[src/rtl/cpu16_pkg.sv]
package cpu16_pkg;
  localparam int XLEN  = 16;
  localparam int NREG  = 8;
  localparam int RAW   = $clog2(NREG);
  localparam int SHW   = $clog2(XLEN);

  typedef enum logic [3:0] {
    OP_REG  = 4'b0000,
    OP_ADDI = 4'b0001,
    OP_SHL  = 4'b0100,
    OP_SHR  = 4'b0101,
    OP_LOAD = 4'b0110,
    OP_STOR = 4'b0111,
    OP_BEQ  = 4'b1000,
    OP_BNE  = 4'b1001,
    OP_JMP  = 4'b1010,
    OP_LOLO = 4'b1011,
    OP_LOHI = 4'b1100
  } opc_e;

  typedef enum logic [3:0] {
    ALU_ADD, ALU_SUB, ALU_AND, ALU_OR, ALU_NOR,
    ALU_XOR, ALU_SLT, ALU_SHL, ALU_SHR
  } alu_e;

  typedef enum logic [1:0] {WB_ALU, WB_MEM, WB_LOW, WB_HIGH} wbsel_e;

  typedef struct packed {
    alu_e             alu_op;
    logic             b_is_imm;
    logic [XLEN-1:0]  imm;
    logic             wr_en;
    logic [RAW-1:0]   wr_idx;
    wbsel_e           wb_sel;
    logic             store;
    logic             br_eq;
    logic             br_ne;
    logic             jump;
  } ctrl_t;
endpackage

[src/rtl/cpu16_regfile.sv]
module cpu16_regfile #(
  parameter int W  = 16,
  parameter int N  = 8,
  localparam int AW = $clog2(N)
) (
  input  logic          clk,
  input  logic          rst,
  input  logic [AW-1:0] ra,
  input  logic [AW-1:0] rb,
  output logic [W-1:0]  qa,
  output logic [W-1:0]  qb,
  input  logic          we,
  input  logic [AW-1:0] wa,
  input  logic [W-1:0]  wd
);
  logic [W-1:0] regs [N];

  always_ff @(posedge clk) begin
    if (rst) begin
      for (int i = 0; i < N; i++) regs[i] <= '0;
    end else if (we && wa != '0) begin
      regs[wa] <= wd;
    end
  end

  assign qa = (ra == '0) ? '0 : regs[ra];
  assign qb = (rb == '0) ? '0 : regs[rb];
endmodule

[src/rtl/cpu16_alu.sv]
module cpu16_alu
  import cpu16_pkg::*;
#(
  parameter int W = 16,
  localparam int SW = $clog2(W)
) (
  input  logic         clk,
  input  logic         rst,
  input  alu_e         op,
  input  logic [W-1:0] a,
  input  logic [W-1:0] b,
  output logic [W-1:0] y
);
  always_comb begin
    unique case (op)
      ALU_ADD: y = a + b;
      ALU_SUB: y = a - b;
      ALU_AND: y = a & b;
      ALU_OR:  y = a | b;
      ALU_NOR: y = ~(a | b);
      ALU_XOR: y = a ^ b;
      ALU_SLT: y = {{(W-1){1'b0}}, ($signed(a) < $signed(b))};
      ALU_SHL: y = a << b[SW-1:0];
      ALU_SHR: y = a >> b[SW-1:0];
      default: y = a + b;
    endcase
  end


  slt_bool_chk: assert property (@(posedge clk) disable iff (rst)
    (op == ALU_SLT) |-> (y[W-1:1] == '0));
endmodule

[src/rtl/cpu16_decode.sv]
module cpu16_decode
  import cpu16_pkg::*;
(
  input  logic [15:0] ins,
  output ctrl_t       c
);
  logic [3:0] opc;
  logic [2:0] fn;
  logic [XLEN-1:0] sext6, zext4;

  assign opc   = ins[15:12];
  assign fn    = ins[2:0];
  assign sext6 = {{(XLEN-6){ins[5]}}, ins[5:0]};
  assign zext4 = {{(XLEN-4){1'b0}}, ins[3:0]};

  always_comb begin
    c          = '0;
    c.alu_op   = ALU_ADD;
    c.wb_sel   = WB_ALU;
    c.imm      = sext6;
    c.wr_idx   = ins[8:6];
    case (opc)
      OP_REG: begin
        c.wr_idx = ins[5:3];
        c.wr_en  = (fn != 3'b111);
        case (fn)
          3'b000:  c.alu_op = ALU_ADD;
          3'b001:  c.alu_op = ALU_SUB;
          3'b010:  c.alu_op = ALU_AND;
          3'b011:  c.alu_op = ALU_OR;
          3'b100:  c.alu_op = ALU_NOR;
          3'b101:  c.alu_op = ALU_XOR;
          3'b110:  c.alu_op = ALU_SLT;
          default: c.alu_op = ALU_ADD;
        endcase
      end
      OP_ADDI: begin c.b_is_imm = 1'b1; c.wr_en = 1'b1; end
      OP_SHL:  begin c.b_is_imm = 1'b1; c.wr_en = 1'b1; c.imm = zext4; c.alu_op = ALU_SHL; end
      OP_SHR:  begin c.b_is_imm = 1'b1; c.wr_en = 1'b1; c.imm = zext4; c.alu_op = ALU_SHR; end
      OP_LOAD: begin c.b_is_imm = 1'b1; c.wr_en = 1'b1; c.wb_sel = WB_MEM; end
      OP_STOR: begin c.b_is_imm = 1'b1; c.store = 1'b1; end
      OP_BEQ:  c.br_eq = 1'b1;
      OP_BNE:  c.br_ne = 1'b1;
      OP_JMP:  c.jump  = 1'b1;
      OP_LOLO: begin c.wr_en = 1'b1; c.wr_idx = ins[11:9]; c.wb_sel = WB_LOW;  end
      OP_LOHI: begin c.wr_en = 1'b1; c.wr_idx = ins[11:9]; c.wb_sel = WB_HIGH; end
      default: ;
    endcase
  end
endmodule

[src/rtl/cpu16_core.sv]
module cpu16_core
  import cpu16_pkg::*;
#(
  parameter int AW = 16
) (
  input  logic          clk,
  input  logic          rst,
  output logic [AW-1:0] imem_addr,
  input  logic [15:0]   imem_data,
  output logic [AW-1:0] dmem_addr,
  output logic [15:0]   dmem_wdata,
  output logic          dmem_we,
  input  logic [15:0]   dmem_rdata
);
  localparam int LOWB = 9;
  localparam int JW   = 12;

  logic [AW-1:0]   pc, pc_next, pc_inc, br_tgt, jmp_tgt;
  ctrl_t           c;
  logic [XLEN-1:0] rs_val, rt_val, alu_b, alu_y, wb_val;
  logic            taken;

  cpu16_decode u_dec (.ins(imem_data), .c(c));

  cpu16_regfile #(.W(XLEN), .N(NREG)) u_rf (
    .clk(clk), .rst(rst),
    .ra(imem_data[11:9]), .rb(imem_data[8:6]),
    .qa(rs_val), .qb(rt_val),
    .we(c.wr_en), .wa(c.wr_idx), .wd(wb_val)
  );

  assign alu_b = c.b_is_imm ? c.imm : rt_val;

  cpu16_alu #(.W(XLEN)) u_alu (
    .clk(clk), .rst(rst), .op(c.alu_op), .a(rs_val), .b(alu_b), .y(alu_y)
  );

  always_comb begin
    case (c.wb_sel)
      WB_MEM:  wb_val = dmem_rdata;
      WB_LOW:  wb_val = {{(XLEN-LOWB){1'b0}}, imem_data[LOWB-1:0]};
      WB_HIGH: wb_val = {imem_data[XLEN-LOWB-1:0], rs_val[LOWB-1:0]};
      default: wb_val = alu_y;
    endcase
  end

  assign dmem_addr  = alu_y[AW-1:0];
  assign dmem_wdata = rt_val;
  assign dmem_we    = c.store;

  assign taken   = (c.br_eq && (rs_val == rt_val)) || (c.br_ne && (rs_val != rt_val));
  assign pc_inc  = pc + AW'(2);
  assign br_tgt  = pc_inc + {c.imm[AW-2:0], 1'b0};
  assign jmp_tgt = AW'({imem_data[JW-1:0], 1'b0});

  always_comb begin
    if (c.jump)      pc_next = jmp_tgt;
    else if (taken)  pc_next = br_tgt;
    else             pc_next = pc_inc;
  end

  always_ff @(posedge clk) begin
    if (rst) pc <= '0;
    else     pc <= pc_next;
  end

  assign imem_addr = pc;


  pc_even_chk: assert property (@(posedge clk) disable iff (rst) imem_addr[0] == 1'b0);


  pc_seq_chk: assert property (@(posedge clk) disable iff (rst)
    (!$past(rst) && !($past(imem_data[15:12]) inside {4'b1000, 4'b1001, 4'b1010}))
      |-> imem_addr == $past(imem_addr) + AW'(2));


  jump_tgt_chk: assert property (@(posedge clk) disable iff (rst)
    (!$past(rst) && $past(imem_data[15:12]) == 4'b1010)
      |-> imem_addr == AW'({$past(imem_data[11:0]), 1'b0}));


  store_only_chk: assert property (@(posedge clk) disable iff (rst)
    dmem_we |-> imem_data[15:12] == 4'b0111);
endmodule

[config.mk]
export PLATFORM = sky130hd
export DESIGN_NAME = cpu16_core
export DESIGN_NICKNAME = d
export VERILOG_FILES = /design/src/rtl/cpu16_pkg.sv /design/src/rtl/cpu16_regfile.sv /design/src/rtl/cpu16_alu.sv /design/src/rtl/cpu16_decode.sv /design/src/rtl/cpu16_core.sv
export SDC_FILE = /design/constraint.sdc
export NUM_CORES = 1
export LEC_CHECK = 0
export BUFFER_PORTS_ARGS = -buffer_cell sky130_fd_sc_hd__buf_2
export CELL_PAD_IN_SITES_DETAIL_PLACEMENT = 1
export CELL_PAD_IN_SITES_GLOBAL_PLACEMENT = 1
export CORE_MARGIN = 5
export CORE_UTILIZATION = 45
export CTS_BUF_LIST = sky130_fd_sc_hd__clkbuf_16
export CTS_CLUSTER_SIZE = 40
export DETAILED_ROUTE_END_ITERATION = 10
export PLACE_DENSITY_LB_ADDON = 0.12
export SLEW_MARGIN = 20
export SYNTH_ARGS = -nofsm -noshare
export SYNTH_HDL_FRONTEND = slang
export SYNTH_HIERARCHICAL = 1
export SYNTH_SLANG_ARGS = --single-unit
[constraint.sdc]
create_clock -name clk -period 8 [get_ports clk]
set_input_delay 0.8 -clock clk [delete_from_list [all_inputs] [get_ports clk]]
set_output_delay 0.8 -clock clk [all_outputs]
set_load 0.02 [all_outputs]
==> metrics.yaml, run 1 <==
setup_path:
  rr_endpoint: "u_rf/regs[7][11]"
  rrSetupSlack_ns: 2.82
  cp-end-kind: "output port"
  crit_fanout: 40
  crit_buf_inv: 4
  cp_data_arrival_time_ns: 5.85
  crit_type: "in -> out"
  reg2reg_depth: 16
  critPathMaxStageDelay_ns: 0.59
  crit_chain: "buf_2 > nor2b_1 > buf_4 > a221oi_1 > a311oi_1 > mux2_2 > buf_4 > mux4_2 > a222oi_1 > nor2_1 > or4_1 > a41oi_1 > and2_1 > o21ai_1 > buf_2"
  crit_required_ns: 7.20
  worstSetupStartpointType: "primary input"
  critical-path-top-delay-family: "compound AO/OA/AOI/OAI gates"
  timing.rr.start: "u_rf/regs[4][1]"
  slowest_stage: "mux4_2"
min_path:
  min_to: "imem_addr[13]"
  worstHoldStart: "imem_addr[13]"
  hp-class: "reg -> reg"
  hold_path_depth: 3
routing:
  num_vias: 12200
  wl_met1_microns: 22300
  routed_wl_microns: 52600
  dr_wl_met2_microns: 23700
  drt-pass1-iter-count: 7
  drtIter0Drc: 1504
  ant_nets: 0
  wl_met3_microns: 4470
  drc_errors: 0
  avgViaCountPerCell: 6.72
  top_layer: "met5"
  routedWlPerCell_microns: 29.0
timing:
  slew_viol_final: 0
  fmax_mhz: 150
  finalSetupTns_ns: 0
  setup_violations: 0
  max_slew_margin_pct: 25.0
  finalCriticalPeriod_ns: 6.65
  rsz0062_at_grt: "false"
  worst_slew_pin_slew_ns: 1.12
  period_share_pct: 83.1
  clock_skew_ns: 0.0195
  finalHoldViolCount: 0
power:
  combPwrFrac_pct: 42.2
  pwr-share-seq_pct: 28.7
  irDropWorstVdd_v: 0.000159
  p_int_mw: 1.64
  clkPwrFrac_pct: 29.1
  power_switching_mw: 1.10
  swShare_pct: 40.2
  power_density_mw_per_mm2: 195
  p_leak_nw: 5.58
run:
  cap_violations: 0
yosys:
  synth-seq-cells: 127
  synth_top_flop_cell: "edfxtp_1"
  yosysSeqAreaShare_pct: 28.6
  syn_inst: 1385
  synth_edf_count: 112
  synthArstFlopShare_pct: 0
  syn_area_sq_mm: 0.0128
  synth_warnings: 6
  synth_cell_types: 88
  synth_fp_nets: 1489
  avgSynthCellArea_sq_um: 9.25
floorplan:
  core_region_area_sq_mm: 0.0279
  dieWidth_microns: 179
  start_util_pct: 45.9
  die_h_microns: 179
  die_area_sq_mm: 0.0319
  rows: 61
  ios: 83
final_layout:
  syn_to_final_growth_pct: 9.82
  drive_gt1_share_pct: 19.4
  fillers: 3236
  multiInputGateArea_sq_mm: 0.00830
  fin_cells: 1813
  layout_commonest_cell: "and2_1"
  seq_area_sq_mm: 0.00366
  fin_nets: 1526
  fin_area_sq_mm: 0.0141
  final_cell_mix: "and2_1 (122), edfxtp_1 (112), buf_2 (81), nor2_1 (77), mux2i_1 (77)"
place:
  gp_congestion: 0.963
  dp_hpwl_microns: 38300
  dp_cells: 1781
  place_area_sq_mm: 0.0135
  io_buffer_count: 81
grt:
  antenna_found_initial: 3
  grt_pass1_vias: 12400
  grt_pass1_wl_microns: 78700
  grt_max_degree: 43
  overflow: 0
  grt_use_total_pct: 32.8
clock_tree:
  clock_latency_ns: 0.44
  cts_htree_levels: 4
  cts_buffer_depth: 2
  cts_resized: 0
  postCtsSetupRepairBufs: 0
  ctsHoldBuffers: 0
  cts_made_buffers: 17
  cts_sinks: 127
  clock-root-buffer: "clkbuf_16"
  tritoncts: "built"
  cts.reportedPaths.clkPinSlew_ns: 0.07
run_status:
  status: "finished, final reports clean"
==> area by class of cell <==
class / count / share of cell area [%]
Multi-Input combinational cell: 1080 / 59.0
Sequential cell: 127 / 26.0
Timing Repair Buffer: 130 / 5.59
Tap cell: 378 / 3.36
Clock buffer: 17 / 3.02
Inverter: 66 / 1.76
Clock inverter: 14 / 1.21
Antenna cell: 1 / 0.0178
==> through the flow <==
| stage | utilization (%) | hold WS [ns] | power (mW) | setup slack, ns |
|---|---|---|---|---|
| 6_report | 50.4 | 0.651 | 2.75 | 1.35 |
| 5_1_grt | 50.4 | 0.688 | 2.87 | 1.16 |
| 3_3_place_gp | 48.2 | 0.630 | 1.91 | 1.67 |
| 4_1_cts | 50.3 | 0.652 | 2.73 | 1.46 |
| 2_1_floorplan | - | 0.689 | 1.54 | 1.74 |
| 3_5_place_dp | 48.2 | 0.627 | 1.93 | 1.48 |
==> cell families (layout without fill, tap and decap cells) <==
logic type,count (synthesis),after routing,synth area share (%)
flops,127,127,28.6
xor+xnor,45,45,3.08
mux,159,159,14.5
compound gates,372,372,21.1
fa+ha+maj,70,70,7.01
other cells,1,2,0.0293
simple gates,433,433,18.9
buf+inv,178,227,6.75
==> tightest hold or removal path, stage by stage (launching register included) <==
cell	delay, ns
dfxtp_1	0.38
xnor2_1	0.11
nand2_1	0.06
a21oi_1	0.05
==> flip-flops by register name, summed over array words and instances (netlist names) <==
register,count
u_rf/regs,112
imem_addr,15
==> power groups by stage <==
stage	registers, mW	logic (mW)	clock network, mW
2_1_floorplan	0.797	0.740	0
4_1_cts	0.788	1.13	0.807
3_5_place_dp	0.801	1.13	0
6_report	0.788	1.16	0.800
5_1_grt	0.792	1.23	0.846
3_3_place_gp	0.798	1.11	0
==> per-layer routing <==
layer | vias up | track usage, %
li1 | 5289 | -
met1 | 6157 | 44.3
met2 | 617 | 51.7
met3 | 125 | 6.71
met4 | 4 | 13.1
met5 | - | 0
==> cells in the mapped netlist (all sizes together) (7+ instances only) <==
library cell,n,share of area (%)
nor3,26,1.1
a221oi,55,3.8
o221ai,14,0.96
xnor2,21,1.4
a22oi,11,0.64
inv,65,1.9
dfxtp,15,2.3
clkbuf,50,1.5
o32ai,7,0.48
mux4,14,2.5
nand2b,23,1.1
mux2i,78,6.2
o211ai,12,0.70
a311oi,17,1.2
nor2b,30,1.5
a211oi,43,2.5
nor2,85,2.7
buf,62,3.3
and2,125,6.1
or3,11,0.54
nand3,15,0.59
a21o,10,0.59
a22o,9,0.62
ha,67,6.5
edfxtp,112,26
a21oi,75,2.9
or2,12,0.59
mux2,67,5.9
o21ai,40,1.6
nor4,10,0.61
a2111oi,8,0.55
xor2,24,1.6
o31ai,9,0.53
o21a,7,0.41
nand2,63,1.8
a31oi,8,0.39
==> how the worst max path moves through the flow <==
stage            startpoint       endpoint  slack (ns)  depth (start not counted)
2_1_floorplan  imem_data[7]  dmem_addr[15]        1.74                         18
3_3_place_gp   imem_data[7]  dmem_addr[15]        1.67                         15
3_5_place_dp   imem_data[7]  dmem_addr[15]        1.48                         15
4_1_cts        imem_data[7]  dmem_addr[15]        1.46                         15
5_1_grt        imem_data[7]  dmem_addr[15]        1.16                         15
6_report       imem_data[7]  dmem_addr[15]        1.35                         15
(Power assumes the default switching activity.)
==> run 2: changes to the inputs <==
==> constraint.sdc (replaced) <==
create_clock -name clk -period 6.15 [get_ports clk]
set_input_delay 0.615 -clock clk [delete_from_list [all_inputs] [get_ports clk]]
set_output_delay 0.615 -clock clk [all_outputs]
set_load 0.02 [all_outputs]
==> run 2 against run 1 <==
Clock power rose by 34%. Sequential share of layout area fell by 0.54 points. Sequential cell count did not move.
==> metrics.yaml, run 2 (synthesis gave the netlist of run 1 again) <==
run_status:
  status: "finished, final reports clean"
timing:
  finalCriticalPeriod_ns: 5.96
  clock_skew_ns: 0.0204  # +0.000901 ns
  rsz0062_at_grt: "false"
  max_slew_margin_pct: 21.5  # -3.6 points
  worst_slew_pin_slew_ns: 1.17  # +0.0483 ns
  setup_violations: 0  # unchanged
  finalHoldViolCount: 0  # unchanged
  slew_viol_final: 0  # unchanged
  fmax_mhz: 168
  finalSetupTns_ns: 0  # unchanged
  period_share_pct: 96.9
grt:
  grt_use_total_pct: 33.5  # +0.69 points
  grt_max_degree: 42  # -2.3%
  grt_pass1_wl_microns: 78800  # +0.15%
  grt_pass1_vias: 12300  # -0.91%
  antenna_found_initial: 3  # unchanged
  overflow: 0  # unchanged
final_layout:
  largest_reg_flops: 112  # unchanged
  diodes: 0  # -1
  final_cell_mix: "and2_1 (122), edfxtp_1 (112), buf_4 (89), buf_2 (81)"
  fillers: 3290  # +1.7%
  drive_gt1_share_pct: 21.8  # +2.4 points
  layout_commonest_cell: "and2_1"
  syn_to_final_growth_pct: 12.1
  fin_nets: 1567  # +2.7%
  top_register: "u_rf/regs"
clock_tree:
  cts_buffer_depth: 2  # unchanged
  clock-root-buffer: "clkbuf_16"
  postCtsSetupRepairBufs: 0  # unchanged
  cts_sinks: 127  # unchanged
  clock_latency_ns: 0.43  # about the same
  cts_htree_levels: 4  # unchanged
  cts_resized: 0  # unchanged
  ctsHoldBuffers: 0  # unchanged
  cts_made_buffers: 17  # unchanged
  cts.reportedPaths.clkPinSlew_ns: 0.07  # about the same
  tritoncts: "built"
floorplan:
  rows: 61  # unchanged
  dieWidth_microns: 179  # unchanged
  ios: 83  # unchanged
  die_area_sq_mm: 0.0319  # unchanged
  core_region_area_sq_mm: 0.0279  # unchanged
  start_util_pct: 45.9  # unchanged
  die_h_microns: 179  # unchanged
routing:
  routedWlPerCell_microns: 29.3  # +1.0%
  drt-pass1-iter-count: 5  # -2
  avgViaCountPerCell: 6.62  # -1.6%
  routed_wl_microns: 54400  # +3.3%
  num_vias: 12300  # +0.66%
  ant_nets: 0  # unchanged
  drc_errors: 0  # unchanged
  drtIter0Drc: 1269  # -16%
place:
  gp_congestion: 1.02  # +5.5%
  io_buffer_count: 81  # unchanged
  dp_hpwl_microns: 40300  # +5.1%
setup_path:
  crit_buf_inv: 4  # unchanged
  critical-path-top-delay-family: "compound AO/OA/AOI/OAI gates"
  startpoint: "imem_data[6]"
  cp-end-kind: "output port"
  crit_chain: "buf_2 > nand2b_1 > buf_4 > a211oi_1 > a311oi_1 > mux2_2 > inv_1 > ha_1 > a221oi_1 > o32ai_1 > nor4b_1 > o21ai_0 > a21oi_1 > a211oi_1 > buf_2"
  crit_fanout: 7  # -83%
  critPathMaxStageDelay_ns: 0.90  # +0.31 ns
  crit_required_ns: 5.53  # -1.67 ns
  slowest_stage: "a311oi_1"
  timing.rr.start: "u_rf/regs[4][1]"
  crit_type: "in -> out"
  worstSetupStartpointType: "primary input"
  cp_data_arrival_time_ns: 5.35  # -0.50 ns
min_path:
  hp-class: "in -> reg"
  worstHoldStart: "imem_data[5]"
power:
  power_density_mw_per_mm2: 255  # +31%
  p_total_mw: 3.66  # +33%
  irDropWorstVdd_v: 0.000183  # +15%
  p_leak_nw: 5.78  # +3.6%
run:
  cap_violations: 0  # unchanged
## run 2: changes by cell type in the layout (fill, tap and decap cells not counted), sizes merged
cell and delta:
bufinv -1, clkbuf +1, inv +8, clkinvlp -1, buf +40, clkinv -5
diode -1
## run 2: area by class of cell
class / instances / area [sq um] / share of cell area [%]
Inverter: 66 / 248 / 1.72
Timing Repair Buffer: 171 / 1080 / 7.51
Clock inverter: 15 / 173 / 1.20
Sequential cell: 127 / 3660 / 25.5
Multi-Input combinational cell: 1080 / 8310 / 57.8
Tap cell: 378 / 473 / 3.29
Clock buffer: 17 / 425 / 2.96
## run 2: path summary, 6_finish.rpt
check	endpoint	slack [ns]	cells past startpoint
min reg2reg	imem_addr[13]	0.69	3
min	imem_addr[6]	0.62	3
max	dmem_addr[12]	0.19	15
max reg2reg	u_rf/regs[1][11]	1.13	15
## run 2: worst register-to-register path, delay by kind of cell, from the launching register on
family	cells	cell delay (ns)
simple gates	2	0.35
xor+xnor	1	0.15
mux	1	0.31
fa+ha+maj	1	0.41
flops	1	0.36
buf+inv	1	0.22
compound gates	9	2.97
## run 2: stage by stage
step | setup slack, ns | std cells | util (%) | cell area (sq um) | hold slack [ns]
finish | 0.190 | 1854 | 51.4 | 14400 | 0.624
global route | 0.00167 | 1854 | 51.4 | 14400 | 0.610
CTS | 0.306 | 1853 | 51.4 | 14400 | 0.602
detailed placement | 0.313 | 1821 | 49.3 | 13800 | 0.663
global placement | 0.262 | 1821 | 49.2 | 13800 | 0.656
floorplan | 0.257 | 1385 | - | 12800 | 0.689
## run 2: layer usage
layer	vias to the layer above	share of wire (%)	track usage [%]	routed length [microns]
li1	5381	-	-	-
met1	6141	43	45.3	23200
met2	630	45	53.1	24600
met3	118	7.7	6.18	4180
met4	2	4.3	13.6	2350
met5	-	0.024	0	13
## run 2: where the power goes
| part | total (mW) | internal, mW | switching (mW) |
|---|---|---|---|
| combinational | 1.56 | 0.544 | 1.02 |
| sequential | 1.03 | 0.991 | 0.0341 |
| clock | 1.07 | 0.611 | 0.462 |
| total | 3.66 | 2.15 | 1.52 |
